### src/rtl/bnpc_pkg.sv
package bnpc_pkg;

    parameter int XLEN    = 32;
    parameter int REG_AW  = 5;
    parameter int OP_W    = 6;
    parameter int IMM_W   = 16;
    parameter int IDX_W   = 26;

    localparam logic [OP_W-1:0] OP_SPECIAL = 6'b000000;
    localparam logic [OP_W-1:0] OP_REGIMM  = 6'b000001;
    localparam logic [OP_W-1:0] OP_J       = 6'b000010;
    localparam logic [OP_W-1:0] OP_JAL     = 6'b000011;
    localparam logic [OP_W-1:0] OP_BEQ     = 6'b000100;
    localparam logic [OP_W-1:0] OP_BNE     = 6'b000101;
    localparam logic [OP_W-1:0] OP_BLEZ    = 6'b000110;
    localparam logic [OP_W-1:0] OP_BGTZ    = 6'b000111;

    localparam logic [5:0] FN_JR   = 6'b001000;
    localparam logic [5:0] FN_JALR = 6'b001001;

    localparam logic [REG_AW-1:0] RT_LTZ   = 5'b00000;
    localparam logic [REG_AW-1:0] RT_GEZ   = 5'b00001;
    localparam logic [REG_AW-1:0] RT_LTZAL = 5'b10000;
    localparam logic [REG_AW-1:0] RT_GEZAL = 5'b10001;

    localparam logic [REG_AW-1:0] RA_REG = 5'd31;

    typedef enum logic [2:0] {
        CK_NEVER,
        CK_EQ,
        CK_NE,
        CK_LEZ,
        CK_GTZ,
        CK_LTZ,
        CK_GEZ,
        CK_ALWAYS
    } cond_e;

    typedef enum logic [1:0] {
        TS_SEQ,
        TS_REL,
        TS_REGION,
        TS_REG
    } tsel_e;

    typedef struct packed {
        cond_e             cond;
        tsel_e             tsel;
        logic              link;
        logic [REG_AW-1:0] link_rd;
    } ctl_t;

    typedef struct packed {
        logic [XLEN-1:0]   next_pc;
        logic              taken;
        logic              link_we;
        logic [REG_AW-1:0] link_rd;
        logic [XLEN-1:0]   link_val;
    } npc_out_t;

endpackage

### src/rtl/bnpc_decode.sv
module bnpc_decode
    import bnpc_pkg::*;
(
    input  logic [OP_W-1:0]   opcode_i,
    input  logic [REG_AW-1:0] rt_f_i,
    input  logic [REG_AW-1:0] rd_f_i,
    input  logic [5:0]        funct_i,
    output ctl_t              ctl_o
);

    always_comb begin
        ctl_o.cond    = CK_NEVER;
        ctl_o.tsel    = TS_SEQ;
        ctl_o.link    = 1'b0;
        ctl_o.link_rd = '0;
        unique case (opcode_i)
            OP_SPECIAL: begin
                if (funct_i == FN_JR) begin
                    ctl_o.cond = CK_ALWAYS;
                    ctl_o.tsel = TS_REG;
                end else if (funct_i == FN_JALR) begin
                    ctl_o.cond    = CK_ALWAYS;
                    ctl_o.tsel    = TS_REG;
                    ctl_o.link    = 1'b1;
                    ctl_o.link_rd = rd_f_i;
                end
            end
            OP_REGIMM: begin
                ctl_o.tsel = TS_REL;
                unique case (rt_f_i)
                    RT_LTZ:   ctl_o.cond = CK_LTZ;
                    RT_GEZ:   ctl_o.cond = CK_GEZ;
                    RT_LTZAL: begin
                        ctl_o.cond    = CK_LTZ;
                        ctl_o.link    = 1'b1;
                        ctl_o.link_rd = RA_REG;
                    end
                    RT_GEZAL: begin
                        ctl_o.cond    = CK_GEZ;
                        ctl_o.link    = 1'b1;
                        ctl_o.link_rd = RA_REG;
                    end
                    default: begin
                        ctl_o.cond = CK_NEVER;
                        ctl_o.tsel = TS_SEQ;
                    end
                endcase
            end
            OP_J: begin
                ctl_o.cond = CK_ALWAYS;
                ctl_o.tsel = TS_REGION;
            end
            OP_JAL: begin
                ctl_o.cond    = CK_ALWAYS;
                ctl_o.tsel    = TS_REGION;
                ctl_o.link    = 1'b1;
                ctl_o.link_rd = RA_REG;
            end
            OP_BEQ: begin
                ctl_o.cond = CK_EQ;
                ctl_o.tsel = TS_REL;
            end
            OP_BNE: begin
                ctl_o.cond = CK_NE;
                ctl_o.tsel = TS_REL;
            end
            OP_BLEZ: begin
                ctl_o.cond = CK_LEZ;
                ctl_o.tsel = TS_REL;
            end
            OP_BGTZ: begin
                ctl_o.cond = CK_GTZ;
                ctl_o.tsel = TS_REL;
            end
            default: ;
        endcase
    end

    // a register-target selection only ever comes from the zero opcode group
    always_comb begin
        if (ctl_o.tsel == TS_REG)
            p_regjump_special_r7: assert (opcode_i == OP_SPECIAL);
    end

endmodule

### src/rtl/bnpc_cond.sv
module bnpc_cond
    import bnpc_pkg::*;
#(
    parameter int W = XLEN
) (
    input  cond_e        cond_i,
    input  logic [W-1:0] a_i,
    input  logic [W-1:0] b_i,
    output logic         hit_o
);

    logic is_neg;
    logic is_zero;
    logic is_same;

    assign is_neg  = a_i[W-1];
    assign is_zero = (a_i == '0);
    assign is_same = (a_i == b_i);

    always_comb begin
        unique case (cond_i)
            CK_NEVER:  hit_o = 1'b0;
            CK_EQ:     hit_o = is_same;
            CK_NE:     hit_o = !is_same;
            CK_LEZ:    hit_o = is_neg || is_zero;
            CK_GTZ:    hit_o = !is_neg && !is_zero;
            CK_LTZ:    hit_o = is_neg;
            CK_GEZ:    hit_o = !is_neg;
            CK_ALWAYS: hit_o = 1'b1;
            default:   hit_o = 1'b0;
        endcase
    end

endmodule

### src/rtl/bnpc_target.sv
module bnpc_target
    import bnpc_pkg::*;
#(
    parameter int W = XLEN
) (
    input  tsel_e            tsel_i,
    input  logic [W-1:0]     pc_i,
    input  logic [IMM_W-1:0] imm_i,
    input  logic [IDX_W-1:0] idx_i,
    input  logic [W-1:0]     reg_i,
    output logic [W-1:0]     pc4_o,
    output logic [W-1:0]     target_o
);

    localparam int SEXT_W   = W - IMM_W - 2;
    localparam int REGION_W = W - IDX_W - 2;

    logic [W-1:0] rel_off;
    logic [W-1:0] rel_tgt;
    logic [W-1:0] region_tgt;

    assign pc4_o      = pc_i + W'(4);
    assign rel_off    = {{SEXT_W{imm_i[IMM_W-1]}}, imm_i, 2'b00};
    assign rel_tgt    = pc4_o + rel_off;
    assign region_tgt = {pc4_o[W-1 -: REGION_W], idx_i, 2'b00};

    always_comb begin
        unique case (tsel_i)
            TS_REL:    target_o = rel_tgt;
            TS_REGION: target_o = region_tgt;
            TS_REG:    target_o = reg_i;
            default:   target_o = pc4_o;
        endcase
    end

endmodule

### src/rtl/bnpc_unit.sv
module bnpc_unit
    import bnpc_pkg::*;
(
    input  logic                  clk,
    input  logic                  rst_n,
    input  logic [XLEN-1:0]       pc_i,
    input  logic [XLEN-1:0]       instr_i,
    input  logic [XLEN-1:0]       rs_val_i,
    input  logic [XLEN-1:0]       rt_val_i,
    output logic [XLEN-1:0]       next_pc_o,
    output logic                  taken_o,
    output logic                  link_we_o,
    output logic [REG_AW-1:0]     link_rd_o,
    output logic [XLEN-1:0]       link_val_o
);

    ctl_t            ctl;
    logic            hit;
    logic [XLEN-1:0] pc4;
    logic [XLEN-1:0] target;
    npc_out_t        out_d;
    npc_out_t        out_q;

    bnpc_decode u_dec (
        .opcode_i (instr_i[31:26]),
        .rt_f_i   (instr_i[20:16]),
        .rd_f_i   (instr_i[15:11]),
        .funct_i  (instr_i[5:0]),
        .ctl_o    (ctl)
    );

    bnpc_cond #(.W(XLEN)) u_cond (
        .cond_i (ctl.cond),
        .a_i    (rs_val_i),
        .b_i    (rt_val_i),
        .hit_o  (hit)
    );

    bnpc_target #(.W(XLEN)) u_tgt (
        .tsel_i   (ctl.tsel),
        .pc_i     (pc_i),
        .imm_i    (instr_i[IMM_W-1:0]),
        .idx_i    (instr_i[IDX_W-1:0]),
        .reg_i    (rs_val_i),
        .pc4_o    (pc4),
        .target_o (target)
    );

    always_comb begin
        out_d.taken    = hit;
        out_d.next_pc  = hit ? target : pc4;
        out_d.link_we  = hit && ctl.link;
        out_d.link_rd  = out_d.link_we ? ctl.link_rd : '0;
        out_d.link_val = out_d.link_we ? pc4 : '0;
    end

    always_ff @(posedge clk or negedge rst_n) begin
        if (!rst_n) out_q <= '0;
        else        out_q <= out_d;
    end

    assign next_pc_o  = out_q.next_pc;
    assign taken_o    = out_q.taken;
    assign link_we_o  = out_q.link_we;
    assign link_rd_o  = out_q.link_rd;
    assign link_val_o = out_q.link_val;

    // Marks that at least one input set has been registered since reset.
    logic live_q;
    always_ff @(posedge clk or negedge rst_n) begin
        if (!rst_n) live_q <= 1'b0;
        else        live_q <= 1'b1;
    end

    p_fallthru_r2: assert property (@(posedge clk) disable iff (!rst_n || !live_q)
        !taken_o |-> (next_pc_o == $past(pc_i) + XLEN'(4)) && !link_we_o);

    p_link_taken_r8: assert property (@(posedge clk) disable iff (!rst_n || !live_q)
        link_we_o |-> taken_o);

    p_link_value_r8: assert property (@(posedge clk) disable iff (!rst_n || !live_q)
        link_we_o |-> link_val_o == $past(pc_i) + XLEN'(4));

    p_idle_link_r8: assert property (@(posedge clk) disable iff (!rst_n || !live_q)
        !link_we_o |-> link_rd_o == '0 && link_val_o == '0);

    p_region_jump_r6: assert property (@(posedge clk) disable iff (!rst_n || !live_q)
        ($past(instr_i[31:26]) == OP_J) |->
            taken_o && next_pc_o[1:0] == 2'b00 && next_pc_o[27:2] == $past(instr_i[25:0]));

    p_jal_ra_r6: assert property (@(posedge clk) disable iff (!rst_n || !live_q)
        ($past(instr_i[31:26]) == OP_JAL) |-> link_we_o && link_rd_o == RA_REG);

endmodule

### config.mk
export PLATFORM = sky130hd
export DESIGN_NAME = bnpc_unit
export DESIGN_NICKNAME = d
export VERILOG_FILES = /design/src/rtl/bnpc_pkg.sv /design/src/rtl/bnpc_decode.sv /design/src/rtl/bnpc_cond.sv /design/src/rtl/bnpc_target.sv /design/src/rtl/bnpc_unit.sv
export SDC_FILE = /design/constraint.sdc
export NUM_CORES = 1
export LEC_CHECK = 0
export ABC_AREA = 0
export BUFFER_PORTS_ARGS = -buffer_cell sky130_fd_sc_hd__buf_2
export CORE_UTILIZATION = 40
export DETAILED_ROUTE_END_ITERATION = 10
export PLACE_DENSITY = 0.63
export SLEW_MARGIN = 5
export SYNTH_ARGS = -nofsm -noshare
export SYNTH_HDL_FRONTEND = slang
export SYNTH_SLANG_ARGS = --single-unit
### constraint.sdc
create_clock -name clk -period 0.8 [get_ports clk]
set_input_delay 0 -clock clk [delete_from_list [all_inputs] [get_ports clk]]
set_output_delay 0 -clock clk [all_outputs]
set_load 0.1 [all_outputs]
# [Word level (Yosys, flattened, before mapping)]
# Index checks and enable logic that the tools add are counted.
[totals] regBits=71 latchBits=0 ram_bits=0 rom_bits=0 in_bits=130 output_inout_bits=71 wordCells=58 n_memories=0
[classes] add_sub_neg=2 mul=0 div_mod_pow=0 order_cmp=0 n_eq_ne=23 n_shift=0 mux=13 bitwise=0 reduce_logical=15
[ops] cell="$pmux 32 s3" count=1
[ops] cell="$mux 32" count=2
[ops] cell="$pmux 5 s7" count=1
[ops] cell="$add 32x3->32 const B" count=1
[ops] cell="$add 32x32->32" count=1
[ops] cell="$eq 32x32->1" count=1
[ops] cell="$logic_not 32->1" count=1
[ops] cell="$eq 6x3->1 const B" count=4
[ops] cell="$pmux 6 s3" count=1
[ops] cell="$eq 3x3->1 const B" count=4
[ops] cell="$eq 6x2->1 const B" count=2
[ops] cell="$eq 6x4->1 const B" count=2
[ops] cell="$mux 6" count=2
[ops] cell="$mux 11" count=1
[ops] cell="$eq 5x5->1 const B" count=2
[ops] cell="$mux 5" count=2
[ops] cell="$pmux 1 s8" count=1
[ops] cell="$reduce_or 2->1" count=4
[ops] cell="$eq 3x2->1 const B" count=2
[ops] cell="$eq 6x1->1 const B" count=1
[ops] cell="$logic_not 6->1" count=1
[ops] cell="$pmux 3 s2" count=1
[ops] cell="$eq 5x1->1 const B" count=1
[ops] cell="$logic_not 5->1" count=1
[ops] cell="other kinds (9)" count=13

# [Depth between registers and ports, before layout]
[logic_depth] ltp_word=8 ltp_mapped=18 ltp_nobuf=17

# [Cells and area by module]
# From an unflattened synthesis, not the netlist that was laid out.
[unflattened] hier_cells=587 hier_area_um2=6127.1
[by_module_without_submodules] mod="bnpc_target" n_inst=1 cells_each=332 area_each_um2=2702.6 seq_area_each_um2=0.0
[by_module_without_submodules] mod="bnpc_unit" n_inst=1 cells_each=153 area_each_um2=2611.3 seq_area_each_um2=1776.7
[by_module_without_submodules] mod="bnpc_cond" n_inst=1 cells_each=62 area_each_um2=506.7 seq_area_each_um2=0.0
[by_module_without_submodules] mod="bnpc_decode" n_inst=1 cells_each=40 area_each_um2=306.5 seq_area_each_um2=0.0

# [Worst setup path after synthesis]
# Ideal clock, no wire load.
[synth_path] kind="input -> register" startpoint="input port pc_i[13]" endpoint="register out_q (netlist bit next_pc_o[31])" arrival_time_ps=3209 required_ps=674 path_slack_ps=-2535 stages=17 cell_sequence="and4_1 -> nand3_1 -> nor3_1 -> nand3_1 -> nor2_1 -> xnor2_1 -> inv_1 -> ha_1 -> a21o_1 -> or3_1 -> a31o_2 -> a31oi_1 -> inv_1 -> a211o_1 -> o211ai_1 -> mux2i_1 -> a221o_1"
[synth_rtl] element="start, declared" line_no="bnpc_unit.sv:6" source="input logic [XLEN-1:0] pc_i,"
[synth_rtl] element="end signal, assigned" line_no="bnpc_unit.sv:59" source="else out_q <= out_d;"
[synth_rtl] element="end, declared" line_no="bnpc_unit.sv:22" source="npc_out_t out_q;"

==> metrics.txt <==
register area share after synthesis 0.320; ys flop type dfrtp_1; actual slew at the worst max-slew pin 665 ps; Crit. End Element register; root buf cell clkbuf_16; Crit path max-delay family compound AO/OA/AOI/OAI gates; IO Port Bufs 200; post-route cell area 0.0125 mm²; DRC viols 7; Mapped Nets 801; Synth Warn # 0; first-pass GRT wire length 50600 µm; RSZ-0062 raised after global routing true; most common cell after layout, fill and taps aside buf_4; leading area contributor after synthesis dfrtp_1; Hold WS -7.91 ps; largest cells by area after synthesis dfrtp_1 (32%), xnor2_1 (8.8%), ha_1 (7.9%); syn avg cell area 8.74 µm²; status finished with violations; number of H-tree levels 3; crit-path cells buf_8, nand3_4, nor2_4, nand3_4, nor2_4, nand4_1, xor2_2, inv_2, ha_4, a21oi_4, o211ai_1, a221oi_2, or2_4, o2111ai_4, a211o_1, o211ai_1, mux2i_1, a221o_1; Final setup viols 142; drt wl/cell 33.5 µm; Layout Area Growth over Synthesis 126%; sequential fraction of design power 0.234; hold path depth 3; Sequential cell area 0.00186 mm²; IO Count 201; DR pass1 iterations 11; nets 1296; CP bufs+invs 2; Clock power frac 0.289; Max Slew Vio Count 0; Worst EP required 1060 ps; Placement Cell Area 0.0100 mm²; Worst-path clk slew 60 ps; slowest CP cell a21oi_4; Max Clock Freq 271 MHz; Startpoint Class input pin; Cells after Synth 635; Worst Hold Class input pin to register; Synth top area share 0.320; Final Worst Setup Slack -2900 ps; vias in the first global route 8659; switching share of power 0.401; Tmin final 3700 ps; placed wire-length estimate 20000 µm; Worst slew margin 0.556; adder-cell share of the synthesized area 0.0825; final core occ 0.935; total wire length 43900 µm; largest family of logic cells by synthesized area compound AO/OA/AOI/OAI gates; share of cells above drive strength 1 0.714; post-route ant nets 0; drt via density 7.17; simple-gate share of the synthesized area 0.186; commonest non-fill, non-tap cells in the layout buf_4 (255), buf_2 (116), buf_12 (85); Hold Path End next_pc_o[8]; clk sink count 71; Filler Cells Inserted 420; switching pwr 6.69 mW; worst path arrival time 3950 ps; Starting DRT DRC Count 1988; Hold Crit Start rs_val_i[8]; Mapped Area 0.00555 mm²; Synth Area in XOR/XNOR 0.129; maximum VDD drop 1200 µV; leakage power total 5.49 nW; WS Path Type input pin to register; multiplexer share of the synthesized area 0.0361; combinational power share 0.477; Design Power 16.7 mW; failing checks design-rule violations, negative hold slack, negative setup slack; Die Y 120 µm; GR Overflow Total 0; crit-path max FO 4; Pint 10.0 mW; row count 42; EDFF count, synth 0; Compound-Gate Fraction of Synth Area 0.195; Hold Vio Cnt, Final 1; Initial Utilization 0.414; GPL Wtd Cong 0.921; power per cell area 1330 mW/mm²; DIE AREA 0.0143 mm²; TritonCTS Buffers 9; area of the multi-input gates 0.00513 mm²; initial antenna violation count 3; CTS tree done; CP max stage delay 380 ps; die width 120 µm; Synth Register Bits 71; Async SR Flop Fraction 1.00; Final Cycle Share 4.62; largest net degree at the start of global routing 72; total track usage 0.479; Synth cell types 60; vias 9408; max cap viols 0; Bufs on Longest Clock Path 2; Core ar. 0.0134 mm²
[per-stage QoR]
stage          setup TNS (ps)  setup slack, ps  cells
6_report              -151980            -2900   1313
5_1_grt               -153930            -2890   1313
4_1_cts               -114030            -2130   1299
3_5_place_dp          -137700            -2740   1223
3_3_place_gp          -134820            -2620   1223
2_1_floorplan          -99850            -2230    635
[cell usage after synthesis (8+ instances only)]
master and n:
xor2_1 26, clkbuf_1 15, nor2b_1 8, nor2_1 65, dfrtp_1 71, xnor2_1 56
and3_1 8, ha_1 35, inv_1 42, nand3_1 22, mux2i_1 20, a222oi_1 19
a21oi_1 41, o21ai_0 15, nand4_1 22, nor3_1 8, nand2_1 41, nor4_1 10
a21o_1 11
[final cells by class]
| cell class | instances | area share |
|---|---|---|
| diodes | 2 | 0.000399 |
| clock buffers | 11 | 0.0202 |
| clock inverters | 5 | 0.00639 |
| inverters | 43 | 0.0141 |
| multi-input cells | 498 | 0.409 |
| flip-flops and latches | 71 | 0.149 |
| well taps | 176 | 0.0176 |
| repair buffers | 507 | 0.383 |
[tightest hold or removal path, delay by kind of cell]
kind                   cells  cell delay, ps
multiplexers               1             130
AO/OA/AOI/OAI              1              70
buffers and inverters      1             120
[worst max-delay path by stage]
stage	slack [ps]	from	to	depth (start not counted)
CTS	-2130	pc_i[13]	next_pc_o[31]	18
detailed placement	-2740	pc_i[5]	next_pc_o[23]	18
global route	-2890	pc_i[5]	next_pc_o[31]	18
finish	-2900	pc_i[5]	next_pc_o[31]	18
floorplan	-2230	pc_i[13]	next_pc_o[31]	17
global placement	-2620	pc_i[5]	next_pc_o[23]	18
[flip-flops by register name (all words and copies together) (netlist names)]
| signal | cells |
|---|---|
| link_val_o | 32 |
| next_pc_o | 32 |
| link_rd_o | 5 |
| link_we_o | 1 |
| taken_o | 1 |
[timing repair]
| item | CTS | global route |
|---|---|---|
| pin swaps | 100 | 87 |
| resized for setup | 175 | 139 |
| endpoints found under the setup margin | 142 | 142 |
| hold buffers | 8 | 0 |
| gates cloned | 6 | 0 |
| hold endpoints to repair | 81 | 0 |
| buffers inserted | 49 | 21 |
[layer usage]
| layer | wire, µm | part of all wire | vias up | global-route usage |
|---|---|---|---|---|
| met5 | 0 | 0 | - | 0 |
| li1 | - | - | 3306 | - |
| met4 | 5810 | 0.13 | 0 | 0.366 |
| met2 | 18000 | 0.41 | 1185 | 0.781 |
| met1 | 13200 | 0.30 | 4333 | 0.532 |
| met3 | 6910 | 0.16 | 584 | 0.128 |
[power groups by stage]
stage	clock network [mW]	registers, mW	logic, mW
final	4.83	3.91	7.97
after global placement	0	3.94	5.61
after CTS	4.52	3.89	6.56
after detailed placement	0	3.95	5.73
after global routing	4.97	3.91	8.08
after floorplan	0	4.93	1.91
[cell families after synthesis]
| kind of cell | Yosys count |
|---|---|
| AO/OA/AOI/OAI | 151 |
| XOR/XNOR | 82 |
| adder cells (fa/ha/maj) | 36 |
| buffers and inverters | 66 |
| flip-flops | 71 |
| multiplexers | 20 |
| AND/OR/NAND/NOR | 209 |
(Power assumes the default switching activity.)
